--- config.mk ---
export PLATFORM = sky130hd
export DESIGN_NAME = rts_lead_lag_ctrl
export DESIGN_NICKNAME = d
export VERILOG_FILES = /design/src/rtl/rts_ll_pkg.sv /design/src/rtl/rts_ll_timer.sv /design/src/rtl/rts_ll_seq.sv /design/src/rtl/rts_ll_pins.sv /design/src/rtl/rts_lead_lag_ctrl.sv
export SDC_FILE = /design/constraint.sdc
export NUM_CORES = 1
export LEC_CHECK = 0
export BUFFER_PORTS_ARGS = -buffer_cell sky130_fd_sc_hd__buf_2
export CELL_PAD_IN_SITES_DETAIL_PLACEMENT = 0
export CELL_PAD_IN_SITES_GLOBAL_PLACEMENT = 1
export CORE_MARGIN = 8
export CORE_UTILIZATION = 30
export DETAILED_ROUTE_END_ITERATION = 12
export PLACE_DENSITY = 0.65
export REMOVE_ABC_BUFFERS = 1
export SETUP_SLACK_MARGIN = 0.3
export SLEW_MARGIN = 20
export SYNTH_ARGS = -nofsm -noshare
export SYNTH_HDL_FRONTEND = slang
export SYNTH_HIERARCHICAL = 1
export SYNTH_SLANG_ARGS = --single-unit
--- constraint.sdc ---
create_clock -name clk -period 3.5 [get_ports clk]
set_input_delay 0.35 -clock clk [delete_from_list [all_inputs] [get_ports clk]]
set_output_delay 0.35 -clock clk [all_outputs]
set_load 0.005 [all_outputs]
--- src/rtl/rts_ll_pkg.sv ---
package rts_ll_pkg;

    typedef enum logic [1:0] {
        ST_IDLE = 2'd0,
        ST_LEAD = 2'd1,
        ST_SEND = 2'd2,
        ST_LAG  = 2'd3
    } seq_state_e;

    typedef struct packed {
        seq_state_e state;
    } seq_regs_t;

endpackage

--- src/rtl/rts_ll_timer.sv ---
module rts_ll_timer #(
    parameter int CNT_W = 8
) (
    input  logic             clk,
    input  logic             rst_n,
    input  logic             clear,
    input  logic             unit,
    input  logic [CNT_W-1:0] limit,
    output logic             done
);
    localparam int EXT_W = CNT_W + 1;

    logic [CNT_W-1:0] cnt_d, cnt_q;
    logic [EXT_W-1:0] cnt_next;

    always_comb begin
        cnt_next = {1'b0, cnt_q} + EXT_W'(1);
        done     = unit && (cnt_next == {1'b0, limit});
        cnt_d    = cnt_q;
        if (clear) begin
            cnt_d = '0;
        end else if (unit) begin
            cnt_d = cnt_next[CNT_W-1:0];
        end
    end

    always_ff @(posedge clk or negedge rst_n) begin
        if (!rst_n) begin
            cnt_q <= '0;
        end else begin
            cnt_q <= cnt_d;
        end
    end
endmodule

--- src/rtl/rts_ll_seq.sv ---
module rts_ll_seq
    import rts_ll_pkg::*;
(
    input  logic       clk,
    input  logic       rst_n,
    input  logic       auto_en,
    input  logic       pending,
    input  logic       busy,
    input  logic       lead_zero,
    input  logic       lag_zero,
    input  logic       span_done,
    output seq_state_e state,
    output logic       timer_clear
);
    seq_regs_t regs_d, regs_q;

    always_comb begin
        regs_d = regs_q;
        if (!auto_en) begin
            regs_d.state = ST_IDLE;
        end else begin
            unique case (regs_q.state)
                ST_IDLE: if (pending) regs_d.state = lead_zero ? ST_SEND : ST_LEAD;
                ST_LEAD: if (span_done || lead_zero) regs_d.state = ST_SEND;
                ST_SEND: if (!pending && !busy) regs_d.state = lag_zero ? ST_IDLE : ST_LAG;
                ST_LAG: begin
                    if (pending) begin
                        regs_d.state = ST_SEND;
                    end else if (span_done || lag_zero) begin
                        regs_d.state = ST_IDLE;
                    end
                end
                default: regs_d.state = ST_IDLE;
            endcase
        end
        timer_clear = (regs_d.state != regs_q.state)
                   || !(regs_q.state == ST_LEAD || regs_q.state == ST_LAG);
        state = regs_q.state;
    end

    always_ff @(posedge clk or negedge rst_n) begin
        if (!rst_n) begin
            regs_q.state <= ST_IDLE;
        end else begin
            regs_q <= regs_d;
        end
    end
endmodule

--- src/rtl/rts_ll_pins.sv ---
module rts_ll_pins (
    input  logic auto_en,
    input  logic manual_lvl,
    input  logic rts_req,
    input  logic in_send,
    input  logic rts_act_high,
    input  logic cts_act_high,
    input  logic cts_gate,
    input  logic cts_raw,
    input  logic drv_tx_en,
    input  logic drv_rts_en,
    output logic rts_out,
    output logic start_ok,
    output logic tx_oe,
    output logic rts_oe
);
    logic rts_level;
    logic cts_active;
    logic cts_ok;

    always_comb begin
        rts_level  = auto_en ? rts_req : manual_lvl;
        rts_out    = rts_act_high ? rts_level : ~rts_level;
        cts_active = cts_act_high ? cts_raw : ~cts_raw;
        cts_ok     = ~cts_gate | cts_active;
        start_ok   = cts_ok & (auto_en ? in_send : 1'b1);
        tx_oe      = drv_tx_en;
        rts_oe     = drv_rts_en;
    end
endmodule

--- src/rtl/rts_lead_lag_ctrl.sv ---
module rts_lead_lag_ctrl
    import rts_ll_pkg::*;
#(
    parameter int CNT_W = 8
) (
    input  logic             clk,
    input  logic             rst_n,
    input  logic             cfg_auto,
    input  logic             cfg_manual_rts,
    input  logic             cfg_count_clk,
    input  logic [CNT_W-1:0] cfg_lead,
    input  logic [CNT_W-1:0] cfg_lag,
    input  logic             cfg_rts_act_high,
    input  logic             cfg_cts_act_high,
    input  logic             cfg_cts_gate,
    input  logic             cfg_drv_tx_en,
    input  logic             cfg_drv_rts_en,
    input  logic             tx_pending,
    input  logic             tx_busy,
    input  logic             bit_tick,
    input  logic             cts_pin,
    output logic             rts_pin,
    output logic             tx_start_ok,
    output logic             tx_oe,
    output logic             rts_oe
);
    seq_state_e       seq_state;
    logic             timer_clear;
    logic             span_done;
    logic             unit_pulse;
    logic [CNT_W-1:0] span_limit;

    // one span counter serves both the lead and the lag phase
    always_comb begin
        unit_pulse = cfg_count_clk | bit_tick;
        span_limit = (seq_state == ST_LAG) ? cfg_lag : cfg_lead;
    end

    rts_ll_timer #(.CNT_W(CNT_W)) u_timer (
        .clk   (clk),
        .rst_n (rst_n),
        .clear (timer_clear),
        .unit  (unit_pulse),
        .limit (span_limit),
        .done  (span_done)
    );

    rts_ll_seq u_seq (
        .clk         (clk),
        .rst_n       (rst_n),
        .auto_en     (cfg_auto),
        .pending     (tx_pending),
        .busy        (tx_busy),
        .lead_zero   (cfg_lead == '0),
        .lag_zero    (cfg_lag == '0),
        .span_done   (span_done),
        .state       (seq_state),
        .timer_clear (timer_clear)
    );

    rts_ll_pins u_pins (
        .auto_en      (cfg_auto),
        .manual_lvl   (cfg_manual_rts),
        .rts_req      (seq_state != ST_IDLE),
        .in_send      (seq_state == ST_SEND),
        .rts_act_high (cfg_rts_act_high),
        .cts_act_high (cfg_cts_act_high),
        .cts_gate     (cfg_cts_gate),
        .cts_raw      (cts_pin),
        .drv_tx_en    (cfg_drv_tx_en),
        .drv_rts_en   (cfg_drv_rts_en),
        .rts_out      (rts_pin),
        .start_ok     (tx_start_ok),
        .tx_oe        (tx_oe),
        .rts_oe       (rts_oe)
    );
endmodule

# After elaboration in Yosys (flattened, before gate mapping)
# Cells that the tools add are included.
# totals
ff_bits	10
input_bits	30
output_inout_bits	4
# classes
addsub	1
eq_ne	5
n_mux	16
bitwise	6
reduce_logical	14
# ops
cell	n
8-bit two-way mux	3
8-bit zero test	2
2-bit two-way mux	8
8-bit by 1-bit adder with 9-bit output, second input constant	1
9-bit by 8-bit equality test with 1-bit output	1
2-bit one-hot mux with 4 select lines	1
2-bit equality test, second input constant	2
1-bit logical OR	4
1-bit two-way mux	4
2-bit nonzero test	2
1-bit zero test	3
1-bit inverter	3
2-bit by 1-bit equality test with 1-bit output, second input constant	1
1-bit logical AND	2
2-bit zero test	1
2-bit != test	1
1-bit bitwise OR	2
1-bit AND	1

# Depth between registers and ports, before layout
# logic_depth
depth_word	12
mapped_depth	12
depth_no_buf	11

# By module
# The synthesis kept the hierarchy.
# by_module_without_submodules
module	n_inst	cells_each	area_per_inst_um2
rts_ll_timer	1	74	650.6
rts_ll_seq	1	21	175.2
rts_lead_lag_ctrl	1	18	150.1
rts_ll_pins	1	7	56.3

# Worst setup path after synthesis
# No wires, ideal clock.
# synth_path
path_type	reg-to-reg
startpoint	reg u_seq/state[0] (netlist name)
endpoint	reg u_timer.cnt_q[0]
t_arrival_ps	2430
required_time_ps	3372
setup_slack_ps	941
stages_incl_launch_ff	12
path_buffers	1
period_less_slack_ps	2559
cell_sequence	dfrtp_1 > nand2_1 > mux2_2 > xnor2_1 > xnor2_1 > nand4_1 > nor4_2 > o21ai_0 > nand3b_1 > a21bo_1 > buf_1 > nor2_1
# synth_via
elab_chain_len	12
# synth_lines
item	line	rtl
2-bit equality test *	rts_lead_lag_ctrl.sv:36	span_limit = (seq_state == ST_LAG) ? cfg_lag : cfg_lead;
8-bit two-way mux *	rts_lead_lag_ctrl.sv:36	
named net span_limit[6]	rts_lead_lag_ctrl.sv:31	logic [CNT_W-1:0] span_limit;
9-bit by 8-bit equality test with 1-bit output *	rts_ll_timer.sv:18	done = unit && (cnt_next == {1'b0, limit});
1-bit logical AND *	rts_ll_timer.sv:18	
named net span_done	rts_lead_lag_ctrl.sv:29	logic span_done;
1-bit logical OR	rts_ll_seq.sv:29	end else if (span_done || lag_zero) begin
2-bit two-way mux	rts_ll_seq.sv:29	
2-bit two-way mux	rts_ll_seq.sv:27	if (pending) begin
2-bit one-hot mux with 4 select lines *	rts_ll_seq.sv:22	unique case (regs_q.state)
2-bit two-way mux *	rts_ll_seq.sv:19	if (!auto_en) begin
2-bit != test *	rts_ll_seq.sv:36	timer_clear = (regs_d.state != regs_q.state)
1-bit logical OR *	rts_ll_seq.sv:37	|| !(regs_q.state == ST_LEAD || regs_q.state == ST_LAG);
named net timer_clear	rts_lead_lag_ctrl.sv:28	logic timer_clear;
8-bit two-way mux / 2-bit nonzero test (equally long branches)	-	
to (signal assigned)	rts_ll_timer.sv:31	cnt_q <= cnt_d;
to (decl)	rts_ll_timer.sv:13	logic [CNT_W-1:0] cnt_d, cnt_q;
# Mark *: on every way through the listed nets, which the timed path passes. The rest lies on a longest branch.
# A chain may end at the register's enable or synchronous reset.

# Worst setup path after layout
# layout_path
startpoint	reg u_seq/state[0] (netlist name)
endpoint	reg u_timer.cnt_q[1]
# layout_via
elab_chain_len	12
# layout_lines
item	line
2-bit equality test *	rts_lead_lag_ctrl.sv:36
8-bit two-way mux *	rts_lead_lag_ctrl.sv:36
named net span_limit[6]	rts_lead_lag_ctrl.sv:31
9-bit by 8-bit equality test with 1-bit output *	rts_ll_timer.sv:18
1-bit logical AND *	rts_ll_timer.sv:18
named net span_done	rts_lead_lag_ctrl.sv:29
1-bit logical OR	rts_ll_seq.sv:29
2-bit two-way mux	rts_ll_seq.sv:29
2-bit two-way mux	rts_ll_seq.sv:27
2-bit one-hot mux with 4 select lines *	rts_ll_seq.sv:22
2-bit two-way mux *	rts_ll_seq.sv:19
2-bit != test *	rts_ll_seq.sv:36
1-bit logical OR *	rts_ll_seq.sv:37
named net timer_clear	rts_lead_lag_ctrl.sv:28
8-bit two-way mux / 2-bit nonzero test (equally long branches)	-
# Marked as above.

==> flow_summary_export.csv <==
group,metric,value,unit
logic_synthesis,yosys_warnings,6,
worst_setup_path,crit_arrival,2.96,ns
floorplanning,fp-row-count,21,
cts,cts.sink_count,10,
worst_setup_path,crit_chain,"nand2_1 -> mux2_2 -> xnor2_1 -> xnor2_1 -> nand4_1 -> nor4_2 -> o21ai_0 -> nand3b_1 -> a21bo_1 -> nor2_1",
logic_synthesis,seq_area_frac_synth,24.2,%
worst_setup_path,rrSetupSlack,0.68,ns
worst_setup_path,path_depth,10,
logic_synthesis,synth_edf_count,0,
logic_synthesis,synthTopCellsByCount,"13 x nor2_1, 10 x dfrtp_1, 10 x xnor2_1",
logic_synthesis,yosys.area.top_type_share,24.2,%
logic_synthesis,syn_inst,120,
worst_setup_path,slowest_delay,0.47,ns
logic_synthesis,synth_flop_cell,"dfrtp_1",
timing,max_slew_margin,72.0,%
global_route,grt_pass1_wl,4.24,mm
power_and_ir_drop,ir_drop,0.000237,V
timing,period_share,80.4,%
drt,wl_met3,243,um
place,io_buffers,29,
logic_synthesis,netlist_area,0.00103,mm2
timing,hold_viol_final,0,
logic_synthesis,synth_most_common_cell,"nor2_1",
worst_setup_path,crit_required,3.64,ns
cts,cts_tree,"yes",
logic_synthesis,synth_cell_types,39,
worst_setup_path,rr_endpoint,"u_timer/cnt_q[1]",
worst_setup_path,worst-r2r-cell-count,10,
layout,area_growth,18.8,%
layout,layout.nets,178,
worst_setup_path,critPathKind,"reg -> reg",
timing,rsz0062_at_grt,"no",
run,drv_cap,0,
cts,clkTransAtPathRegs,0.07,ns
min_path,hp-start,"tx_busy",
logic_synthesis,ys_seq_elements,10,
worst_setup_path,crit_end,"u_timer/cnt_q[1]",
worst_setup_path,r2r-start,"u_seq/state[0]",
floorplanning,die_x,74.7,um
floorplanning,ios,34,
cts,insertion_delay,0.27,ns
timing,slew_violations,0,
global_route,grt-ovfl-total,0,
worst_setup_path,cpMostUsedCell,"xnor2_1",
global_route,grt_pass1_vias,995,
drt,dr.pass1.iters,4,
drt,drtIter0Drc,42,
run_status,status,"finished, final reports clean",
place,gp_congestion,0.830,
power_and_ir_drop,powerDensity,232,mW/mm2
worst_setup_path,crit_buf_inv,0,
timing,fin_ws,0.684,ns
cts,clockBufferDepth,2,
layout,diodes,0,
drt,wirelength,2.60,mm
timing,tightest_slew,0.417,ns
cts,cts_inserted_buffers,3,
drt,wl_met2,1.20,mm
worst_setup_path,critPathLaunch,"u_seq/state[0]",
drt,vias,961,
floorplanning,core,0.00331,mm2
drt,routedWlPerCell,13.5,um
worst_setup_path,critPathMaxFanout,9,
timing,min_period,2.82,ns
place,pre_cts_ws,0.698,ns
global_route,track_usage,9.62,%
timing,finalSetupViolCount,0,
cts,cts_setup_buffers,0,
layout,drive_gt1_share,33.6,%
timing,fmax,355,MHz
cts,ctsResizeCount,0,
place,dp_hpwl,2.15,mm
logic_synthesis,synth_area_leaders,"dfrtp_1 24%, mux2_2 8.7%, xnor2_1 8.5%",
cts,cts_htree_levels,1,
global_route,grt_max_degree,11,
drt,ant_nets,0,
timing,skew,0.00607,ns
floorplanning,die_h,74.7,um
worst_setup_path,critical-path-top-delay-family,"simple AND/OR/NAND/NOR gates",
floorplanning,dieArea,0.00557,mm2
drt,routed.top_layer,"met3",
drt,wirelength_met1,1.15,mm
drt,route.detailed.drc,0,
worst_setup_path,cpMaxStageDelayCell,"dfrtp_1",
cts,postCtsHoldBufs,1,
global_route,antenna_found_initial,0,
logic_synthesis,synth_top_cell_by_area,"dfrtp_1",
floorplanning,initial_core_util,31.2,%
logic_synthesis,synthArstFlopShare,100,%
drt,vias_per_cell,5.01,
timing,tns,0,ns
min_path,min-delay-path-class,"in -> reg",
cts,root_buffer,"clkbuf_4",
logic_synthesis,avgSynthCellArea,8.60,um2
power_and_ir_drop,power.leakage,0.480,nW
worst_setup_path,cp-start-kind,"register",
worst_setup_path,critPathCaptureType,"register",
-- sequential cells by signal, summed over array words and instances (netlist names) --
signal,cells
u_seq/state,2
u_timer/cnt_q,8
-- worst min path at each step --
stage,to,cells past startpoint
floorplan,u_seq/state[0],0
global placement,u_timer/cnt_q[2],1
detailed placement,u_timer/cnt_q[1],1
CTS,u_seq/state[0],4
global route,u_seq/state[1],3
finish,u_seq/state[0],4
-- layer usage --
layer	vias to the layer above	global-route usage, %
met4	0	0.870
li1	475	-
met5	-	0
met2	30	16.3
met1	456	11.4
met3	0	3.99
-- logic make-up (layout without fill, tap and decap cells) --
group	after synthesis	after routing	share of synthesized area, %
and+or+nand+nor	52	52	30.3
AOI/OAI and AO/OA	16	16	10.5
buffers and inverters	12	38	6.79
xor gates and xnor gates	18	18	15.3
adders and majority gates	1	1	1.21
muxes	11	11	11.6
DFF	10	10	24.2
-- where the power goes --
| group | switching [mW] | internal, mW | leakage [nW] |
|---|---|---|---|
| registers | 0.00463 | 0.117 | 0.138 |
| logic | 0.0273 | 0.0318 | 0.321 |
| clock network | 0.0398 | 0.0632 | 0.0210 |
-- worst min-delay path, delay by kind of cell --
| kind | cells | cell delay, ns |
|---|---|---|
| muxes | 1 | 0.06 |
| buffers and inverters | 1 | 0.09 |
| AOI/OAI and AO/OA | 1 | 0.06 |
| and+or+nand+nor | 1 | 0.06 |
-- layout make-up --
type	count	area, um2
fill	362	2080
inverter	4	15.0
timing repair buffer	30	155
clock buffer	4	36.3
tap	46	57.6
sequential	10	250
multi-input combinational	98	712
-- placed cells by master, fill, tap and decap left out, types with 2 or more instances in the layout --
| master | netlist | layout |
|---|---|---|
| or4_1 | 4 | 4 |
| xor2_1 | 8 | 8 |
| nor3_1 | 2 | 2 |
| o211ai_1 | 2 | 2 |
| nand4_1 | 5 | 5 |
| nor2_1 | 13 | 13 |
| or2_2 | 2 | 2 |
| a21oi_1 | 6 | 6 |
| nand3_1 | 4 | 4 |
| xnor2_1 | 10 | 10 |
| nand2_1 | 7 | 7 |
| mux2_2 | 8 | 8 |
| nor3b_1 | 3 | 3 |
| mux2i_1 | 3 | 3 |
| nand2b_1 | 3 | 3 |
| dfrtp_1 | 10 | 10 |
| buf_2 | 2 | 29 |
| clkbuf_4 | 0 | 3 |
| inv_1 | 4 | 4 |
-- stage by stage --
step / hold WS [ns] / cells / power [mW] / instance area, um2 / utilization [%]
global route: 0.417 / 192 / 0.299 / 1230 / 37.0
detailed placement: 0.223 / 187 / 0.183 / 1180 / 35.6
global placement: 0.217 / 187 / 0.181 / 1180 / 35.6
finish: 0.394 / 192 / 0.284 / 1230 / 37.0
CTS: 0.396 / 192 / 0.288 / 1230 / 37.0
floorplan: 0.0544 / 112 / 0.154 / 977 / -
(Power assumes the default switching activity.)
